--- src/rtl/ssp_pkg.sv ---
package ssp_pkg;
  localparam logic [7:0] SSP_STAT_ADDR = 8'h0B;
  localparam logic [7:0] SSP_DATA_ADDR = 8'h0C;
  localparam int         SSP_DONE_BIT  = 7;
  localparam int         SSP_COLL_BIT  = 6;

  // Status word with only the two implemented bits populated.
  function automatic logic [7:0] status_word(input logic done, input logic coll);
    logic [7:0] w;
    w = 8'h00;
    w[SSP_DONE_BIT] = done;
    w[SSP_COLL_BIT] = coll;
    return w;
  endfunction
endpackage

--- src/rtl/ssp_divider.sv ---
module ssp_divider #(
  parameter int HALF = 2
) (
  input  logic clk,
  input  logic rst_n,
  input  logic run,
  output logic tick
);
  localparam int CW = (HALF > 1) ? $clog2(HALF) : 1;
  localparam logic [CW-1:0] LAST = CW'(HALF - 1);

  logic [CW-1:0] cnt;

  assign tick = run && (cnt == LAST);

  always_ff @(posedge clk or negedge rst_n) begin
    if (!rst_n)     cnt <= '0;
    else if (!run)  cnt <= '0;
    else if (tick)  cnt <= '0;
    else            cnt <= cnt + 1'b1;
  end
endmodule

--- src/rtl/ssp_shifter.sv ---
module ssp_shifter #(
  parameter int BITS = 8
) (
  input  logic            clk,
  input  logic            rst_n,
  input  logic            en,
  input  logic            start,
  input  logic            load,
  input  logic [BITS-1:0] load_data,
  input  logic            tick,
  input  logic            sdi,
  output logic            sck,
  output logic            sdo,
  output logic            busy,
  output logic            in_window,
  output logic            last_rise,
  output logic [BITS-1:0] shreg
);
  localparam int CW = (BITS > 1) ? $clog2(BITS) : 1;
  localparam logic [CW-1:0] LAST_BIT = CW'(BITS - 1);

  logic [CW-1:0] bit_cnt;
  logic          fell_seen;
  logic          fall_ev, rise_ev;

  function automatic logic [BITS-1:0] shift_in(input logic [BITS-1:0] v, input logic b);
    return {v[BITS-2:0], b};
  endfunction

  assign fall_ev   = busy && tick && sck;
  assign rise_ev   = busy && tick && !sck;
  assign last_rise = rise_ev && (bit_cnt == LAST_BIT);
  assign in_window = busy && fell_seen;

  always_ff @(posedge clk or negedge rst_n) begin
    if (!rst_n) begin
      sck       <= 1'b1;
      sdo       <= 1'b0;
      busy      <= 1'b0;
      fell_seen <= 1'b0;
      bit_cnt   <= '0;
      shreg     <= '0;
    end else if (!en) begin
      sck       <= 1'b1;
      busy      <= 1'b0;
      fell_seen <= 1'b0;
      bit_cnt   <= '0;
      if (load) shreg <= load_data;
    end else begin
      if (start) begin
        busy      <= 1'b1;
        fell_seen <= 1'b0;
        bit_cnt   <= '0;
      end else if (fall_ev) begin
        sck       <= 1'b0;
        sdo       <= shreg[BITS-1];
        fell_seen <= 1'b1;
      end else if (rise_ev) begin
        sck <= 1'b1;
        if (last_rise) begin
          busy      <= 1'b0;
          fell_seen <= 1'b0;
          bit_cnt   <= '0;
        end else begin
          bit_cnt <= bit_cnt + 1'b1;
        end
      end
      // A bus write always lands, even mid-transfer (data corruption case).
      if (load)         shreg <= load_data;
      else if (rise_ev) shreg <= shift_in(shreg, sdi);
    end
  end
endmodule

--- src/rtl/ssp_flags.sv ---
module ssp_flags (
  input  logic clk,
  input  logic rst_n,
  input  logic en,
  input  logic stat_rd,
  input  logic data_acc,
  input  logic in_window,
  input  logic last_rise,
  output logic done,
  output logic coll,
  output logic armed,
  output logic step2,
  output logic coll_hit
);
  assign step2    = data_acc && armed;
  assign coll_hit = data_acc && in_window;

  always_ff @(posedge clk or negedge rst_n) begin
    if (!rst_n) begin
      done  <= 1'b0;
      coll  <= 1'b0;
      armed <= 1'b0;
    end else begin
      if (last_rise)  done <= 1'b1;
      else if (step2) done <= 1'b0;

      if (!en)           coll <= 1'b0;
      else if (coll_hit) coll <= 1'b1;
      else if (step2)    coll <= 1'b0;

      if (!en || step2)         armed <= 1'b0;
      else if (stat_rd && done) armed <= 1'b1;
    end
  end
endmodule

--- src/rtl/ssp_core.sv ---
module ssp_core #(
  parameter int HALF = 2
) (
  input  logic       clk,
  input  logic       rst_n,
  input  logic       port_en,
  input  logic [7:0] bus_addr,
  input  logic       bus_rd,
  input  logic       bus_wr,
  input  logic [7:0] bus_wdata,
  output logic [7:0] bus_rdata,
  output logic       sck,
  output logic       sdo,
  input  logic       sdi
);
  import ssp_pkg::*;

  localparam int BITS = 8;

  logic            stat_rd, data_rd, data_wr, data_acc;
  logic            start, tick, busy, in_window, last_rise;
  logic            done, coll, armed, step2, coll_hit;
  logic [BITS-1:0] shreg;

  assign stat_rd  = bus_rd && (bus_addr == SSP_STAT_ADDR);
  assign data_rd  = bus_rd && (bus_addr == SSP_DATA_ADDR);
  assign data_wr  = bus_wr && (bus_addr == SSP_DATA_ADDR);
  assign data_acc = data_rd || data_wr;
  assign start    = data_wr && port_en && !busy;

  ssp_divider #(.HALF(HALF)) u_div (
    .clk(clk), .rst_n(rst_n), .run(busy), .tick(tick)
  );

  ssp_shifter #(.BITS(BITS)) u_shf (
    .clk(clk), .rst_n(rst_n), .en(port_en), .start(start), .load(data_wr),
    .load_data(bus_wdata), .tick(tick), .sdi(sdi), .sck(sck), .sdo(sdo),
    .busy(busy), .in_window(in_window), .last_rise(last_rise), .shreg(shreg)
  );

  ssp_flags u_flg (
    .clk(clk), .rst_n(rst_n), .en(port_en), .stat_rd(stat_rd),
    .data_acc(data_acc), .in_window(in_window), .last_rise(last_rise),
    .done(done), .coll(coll), .armed(armed), .step2(step2), .coll_hit(coll_hit)
  );

  always_comb begin
    bus_rdata = 8'h00;
    if (stat_rd)      bus_rdata = status_word(done, coll);
    else if (data_rd) bus_rdata = shreg;
  end
endmodule

--- config.mk ---
export PLATFORM = sky130hd
export DESIGN_NAME = ssp_core
export DESIGN_NICKNAME = d
export VERILOG_FILES = /design/src/rtl/ssp_pkg.sv /design/src/rtl/ssp_divider.sv /design/src/rtl/ssp_shifter.sv /design/src/rtl/ssp_flags.sv /design/src/rtl/ssp_core.sv
export SDC_FILE = /design/constraint.sdc
export NUM_CORES = 1
export LEC_CHECK = 0
export CORE_ASPECT_RATIO = 1.2
export CORE_MARGIN = 5
export CORE_UTILIZATION = 40
export DETAILED_ROUTE_END_ITERATION = 16
export DONT_BUFFER_PORTS = 1
export PLACE_DENSITY_LB_ADDON = 0.2
export SYNTH_ARGS = -nofsm -noshare
export SYNTH_HDL_FRONTEND = slang
export SYNTH_HIERARCHICAL = 1
export SYNTH_SLANG_ARGS = --single-unit
--- constraint.sdc ---
create_clock -name clk -period 2 [get_ports clk]
set_input_delay 0.2 -clock clk [delete_from_list [all_inputs] [get_ports clk]]
set_output_delay 0.2 -clock clk [all_outputs]
set_load 0.02 [all_outputs]
## Word level (Yosys, flattened, before mapping)

Cells that the tools add are included.

| word-level totals | value |
|---|---|
| bits of input ports | 22 |
| word-level logic and storage cells | 84 |
| output and inout port bits | 10 |
| bits in registers | 19 |

| operators by class | value |
|---|---|
| eq/ne operators | 11 |
| reductions and logical operators | 29 |
| mux-type cells | 31 |
| bitwise logic cells | 1 |
| add/sub/neg operators | 2 |

Operator list:

| kind | number |
|---|---|
| 8-bit 2-to-1 mux | 6 |
| 1-bit 2-to-1 mux | 20 |
| 8-bit by 4-bit == test with 1-bit output (second input constant) | 2 |
| 3-bit 2-to-1 mux | 5 |
| 1-bit logical AND | 14 |
| 3-bit by 1-bit inequality test with 1-bit output (second input constant) | 4 |
| 4-bit by 1-bit inequality test with 1-bit output (second input constant) | 2 |
| 2-bit AND reduction | 4 |
| 2-bit nonzero test | 4 |
| 3-bit AND reduction | 2 |
| 3-bit by 1-bit adder with 3-bit output (second input constant) | 1 |
| 3-bit == test (second input constant) | 1 |
| 1-bit zero test | 3 |
| 3-bit inequality test (second input constant) | 1 |
| 1-bit logical OR | 2 |
| 2-bit inequality test (second input constant) | 1 |
| 1-bit adder (second input constant) | 1 |
| 1-bit NOT | 1 |

## Longest topological paths before layout

| logic depth | value |
|---|---|
| depth in word-level cells | 9 |
| mapped depth | 7 |
| depth with buffers taken out | 6 |

## Modules after synthesis

The synthesis kept the hierarchy.

By module, submodules not included:

| module | area an instance (µm²) | instances | seq. area each (µm²) | cells an instance |
|---|---|---|---|---|
| ssp_shifter | 799.5 | 1 | 376.6 | 63 |
| ssp_core | 185.2 | 1 | 0.0 | 31 |
| ssp_flags | 131.4 | 1 | 75.1 | 12 |
| ssp_divider | 41.3 | 1 | 25.0 | 3 |

## Worst setup path before layout

No wires, ideal clock.

| timing | value |
|---|---|
| path type | input to register |
| start point | in bus_addr[5] |
| end point | reg u_shf.shreg[0] |
| stages | 7 |
| buffers on the path | 1 |
| data arrival time | 1.660 ns |
| path slack | 0.214 ns |
| setup time | 0.125 ns |
| path through | nor4_4 > nand4_4 > nor2_1 > nand2b_1 > buf_4 > mux2_2 > mux2_4 |

| on the way | value |
|---|---|
| word-level cells in the longest chain between the ends | 4 |
| elaborated cells on any way between the ends | 7 |

RTL lines:

| what | line | text |
|---|---|---|
| start, declared | ssp_core.sv:7 | `input logic [7:0] bus_addr,` |
| 8-bit by 4-bit == test with 1-bit output * | ssp_core.sv:27 | `assign data_wr = bus_wr && (bus_addr == SSP_DATA_ADDR);` |
| 1-bit logical AND * | ssp_core.sv:27 |  |
| via data_wr | ssp_core.sv:20 | `logic stat_rd, data_rd, data_wr, data_acc;` |
| 8-bit 2-to-1 mux or 2-bit nonzero test (tied branches) | -- |  |
| 8-bit 2-to-1 mux or 2-bit AND reduction (tied branches) | -- |  |
| end signal, assigned | ssp_shifter.sv:48 | `if (load) shreg <= load_data;` |
| end signal, assigned | ssp_shifter.sv:69 | `if (load) shreg <= load_data;` |
| end signal, assigned | ssp_shifter.sv:70 | `else if (rise_ev) shreg <= shift_in(shreg, sdi);` |
| end, declared | ssp_shifter.sv:17 | `output logic [BITS-1:0] shreg` |

The timed path passes the listed nets; every way through them passes the cells marked *.
A chain may end at the register's enable or synchronous reset.

## Final worst setup path

| timing | value |
|---|---|
| start point | reg u_shf.sck |
| end point | reg u_shf.shreg[5] |

| on the way | value |
|---|---|
| word-level cells in the longest chain between the ends | 4 |

RTL lines:

| what | line | text |
|---|---|---|
| start, declared | ssp_shifter.sv:12 | `output logic sck,` |
| start signal, assigned | ssp_shifter.sv:37 | `sck <= 1'b1;` |
| start signal, assigned | ssp_shifter.sv:44 | `sck <= 1'b1;` |
| start signal, assigned | ssp_shifter.sv:55 | `sck <= 1'b0;` |
| 1-bit zero test | ssp_shifter.sv:31 | `assign rise_ev = busy && tick && !sck;` |
| 1-bit logical AND | ssp_shifter.sv:31 |  |
| 2-bit nonzero test (no line) | -- |  |
| 2-bit AND reduction (no line) | -- |  |

No other way between the ends.

==> flow_summary.toml <==
[status]
status = "finished clean"

[yosys]
synth_compound_area_frac = 0.0551
synth-edff-count = 0
yosysSeqAreaShare = 0.412
ys_seq_elements = 19
ys_warn_count = 6
yosys.area_share.simple = 0.281
ys.flop_type = "dfrtp_1"
syn_inst = 109
synth_top_family_by_area = "simple AND/OR/NAND/NOR gates"
synthMuxAreaShare = 0.191
synth_nets = 133
ys_types = 34
yosys.area_share.adder = 0.0216
avgSynthCellArea_um2 = 10.6
synthArstFlopShare = 1.00
synth_area_um2 = 1160
synth-xor-area-share = 0.00757

[drt]
routed-via-count = 835
drtIter0Drc = 8
wl_per_cell_um = 16.1
drtPass1Iterations = 4
postRouteAntennaNets = 0
post-route-drc-count = 0
drt-total-wl_mm = 2.50
via_per_inst = 5.39

[power_and_ir_drop]
power_density_nw_per_um2 = 490
power.share.switching = 0.222
internal_power_uw = 493
seq_power_share = 0.620
clock_power_share = 0.303
p_sw_uw = 141
ir_drop_mv = 0.344
pwr-share-comb = 0.077
power_uw = 634
p_leak_nw = 0.589

[critical_path]
timing.rr.end = "u_shf/shreg[5]"
cp_top_family = "flip-flops"
timing.rr.start = "u_shf/sck"
critPathSlowestCell = "dfstp_2"
crit_buf_inv = 1
path_max_fanout = 8
cp_cell_sequence = "and3b_4 > a21o_1 > buf_4 > mux2_4"
critical_path_class = "flip-flop to flip-flop"
cp.arrival_ns = 1.84
crit_path_start_kind = "flip-flop"
r2r_cells = 4
r2r_slack_ns = 0.35
cp-end-kind = "flip-flop"
required_ns = 2.19
slowest_delay_ns = 0.64

[clocking]
clock-root-buffer = "clkbuf_4"
tritoncts = "built"
insertion_delay_ns = 0.29
cts-htree-levels = 1
post_cts_buffers = 0
path_clk_slew_ns = 0.10
clockBufferDepth = 2
cts_sinks = 19
cts_resized = 0
numCtsBuffers = 3

[placed_design]
gp_congestion = 0.795
dp_cells = 149
dp_hpwl_mm = 1.93
place_ws_ns = 0.00407
placed_area_um2 = 1250
port-buffer-count = 0

[run]
maxCapViolations = 0

[hold_path]
min_path_type = "input port to flip-flop"
whs_path_depth = 1
hold_path_end = "u_flg/coll"
hp-start = "port_en"

[grt]
antenna_found_initial = 0
grt_start_max_net_pins = 20
grt.overflow.total = 0
grt_pass1_wl_mm = 4.06
grtUsageTotal = 0.135
grt_pass1_vias = 891

[timing]
fin_ws_ns = 0.351
rsz0062_at_grt = "false"
tightest_slew_ns = 0.880
finalHoldViolCount = 0
period_needed_ns = 1.65
slew_violations = 0
relSlewSlack = 0.412
finalSetupTns_ns = 0
setup_viol = 0
fin_worst_skew_ns = 0.000943
fmax_mhz = 606
post-route-period-util = 0.825

[floorplanning]
rows = 21
die_x_um = 59.1
dieArea_um2 = 4070
start_util = 0.416
pin_count = 32
dieHeight_um = 68.9
design.core.area_um2 = 2790

[cells_and_area]
design_area_um2 = 1290
antennaDiodeCount = 0
area_growth_pct = 11.7
final-instance-count-excl-fill = 155
drive_gt1_frac = 0.322
nets = 146
## timing repair
| item | 4_1_cts | 5_1_grt |
|---|---|---|
| endpoints found under the hold margin | 20 | 0 |
| setup endpoints to repair | 0 | 0 |
| hold buffers | 2 | 0 |
## Yosys cell counts (all sizes together), types with 2 or more instances
cell type | number | share of area
nor3 | 6 | 0.026
nand3b | 5 | 0.032
nor2 | 8 | 0.026
ha | 2 | 0.022
dfrtp | 18 | 0.39
buf | 4 | 0.025
mux2 | 17 | 0.19
inv | 2 | 0.0065
nand3 | 2 | 0.0086
a22oi | 2 | 0.013
a21oi | 4 | 0.017
nand2 | 18 | 0.058
and2 | 4 | 0.026
a21o | 2 | 0.013
## per-stage QoR
step,hold WS [ns],utilization
finish,0.0261,0.464
global route,0.0174,0.464
CTS,0.0105,0.464
detailed placement,-0.0950,0.447
global placement,-0.0950,0.447
floorplan,-0.0956,-
## registers in the layout, summed over array words and instances, names as in the netlist
signal,count
u_flg/coll,1
u_shf/sdo,1
u_flg/done,1
u_shf/bit_cnt,3
u_flg/armed,1
u_shf/shreg,8
u_shf/sck,1
u_shf/fell_seen,1
u_div/cnt,1
u_shf/busy,1
## logic make-up (layout without fill, tap and decap cells)
logic type / count (synthesis) / in the layout
adder cells (fa/ha/maj): 2 / 2
multiplexers: 17 / 17
flip-flops: 19 / 19
AO/OA/AOI/OAI: 10 / 10
AND/OR/NAND/NOR: 54 / 54
buffers and inverters: 6 / 18
XOR/XNOR: 1 / 1
## worst reg2reg max path: cells and delay by family (launching register included)
family	cells	cell delay, ns
AOI/OAI and AO/OA	1	0.17
DFF	1	0.64
buffers and inverters	1	0.18
and+or+nand+nor	1	0.25
muxes	1	0.31
## power by group through the flow
stage | combinational, mW | sequential [mW] | clock [mW]
floorplan | 0.0365 | 0.399 | 0
global placement | 0.0370 | 0.400 | 0
detailed placement | 0.0386 | 0.401 | 0
CTS | 0.0497 | 0.393 | 0.207
global route | 0.0536 | 0.394 | 0.215
finish | 0.0485 | 0.393 | 0.192
## routing by layer
layer | GRT usage | share of wire
met1 | 0.154 | 0.43
met2 | 0.242 | 0.53
met3 | 0.0242 | 0.035
met4 | 0.0652 | 0.0084
met5 | 0 | 0
## layout make-up
class | instances | area, um2
fill | 288 | 1490
timing repair buffer | 12 | 95.1
sequential | 19 | 477
inverter | 2 | 7.51
clock buffer | 4 | 26.3
tap | 34 | 42.5
multi-input combinational | 84 | 644
## worst max path at each step
stage                start              to  slack (ns)  depth (start not counted)
2_1_floorplan  bus_addr[5]  u_shf/shreg[0]        0.21                          7
3_3_place_gp   bus_addr[5]  u_shf/shreg[4]        0.08                          6
3_5_place_dp   bus_addr[5]  u_shf/shreg[6]       0.004                          6
4_1_cts          u_shf/sck  u_shf/shreg[5]        0.34                          4
5_1_grt        bus_addr[5]  u_shf/shreg[6]        0.27                          6
6_report         u_shf/sck  u_shf/shreg[5]        0.35                          4
## layout by cell type, fill, tap and decap left out, drive strengths merged, types with 4 or more instances in the layout
cell type  synthesis  final
a21oi              4      4
and2               4      4
buf                4     10
clkbuf             0      4
dfrtp             18     18
mux2              17     17
nand2             18     18
nand3b             5      5
nor2               8      8
nor3               6      6
Note: power is estimated with default switching activity, not from simulation.
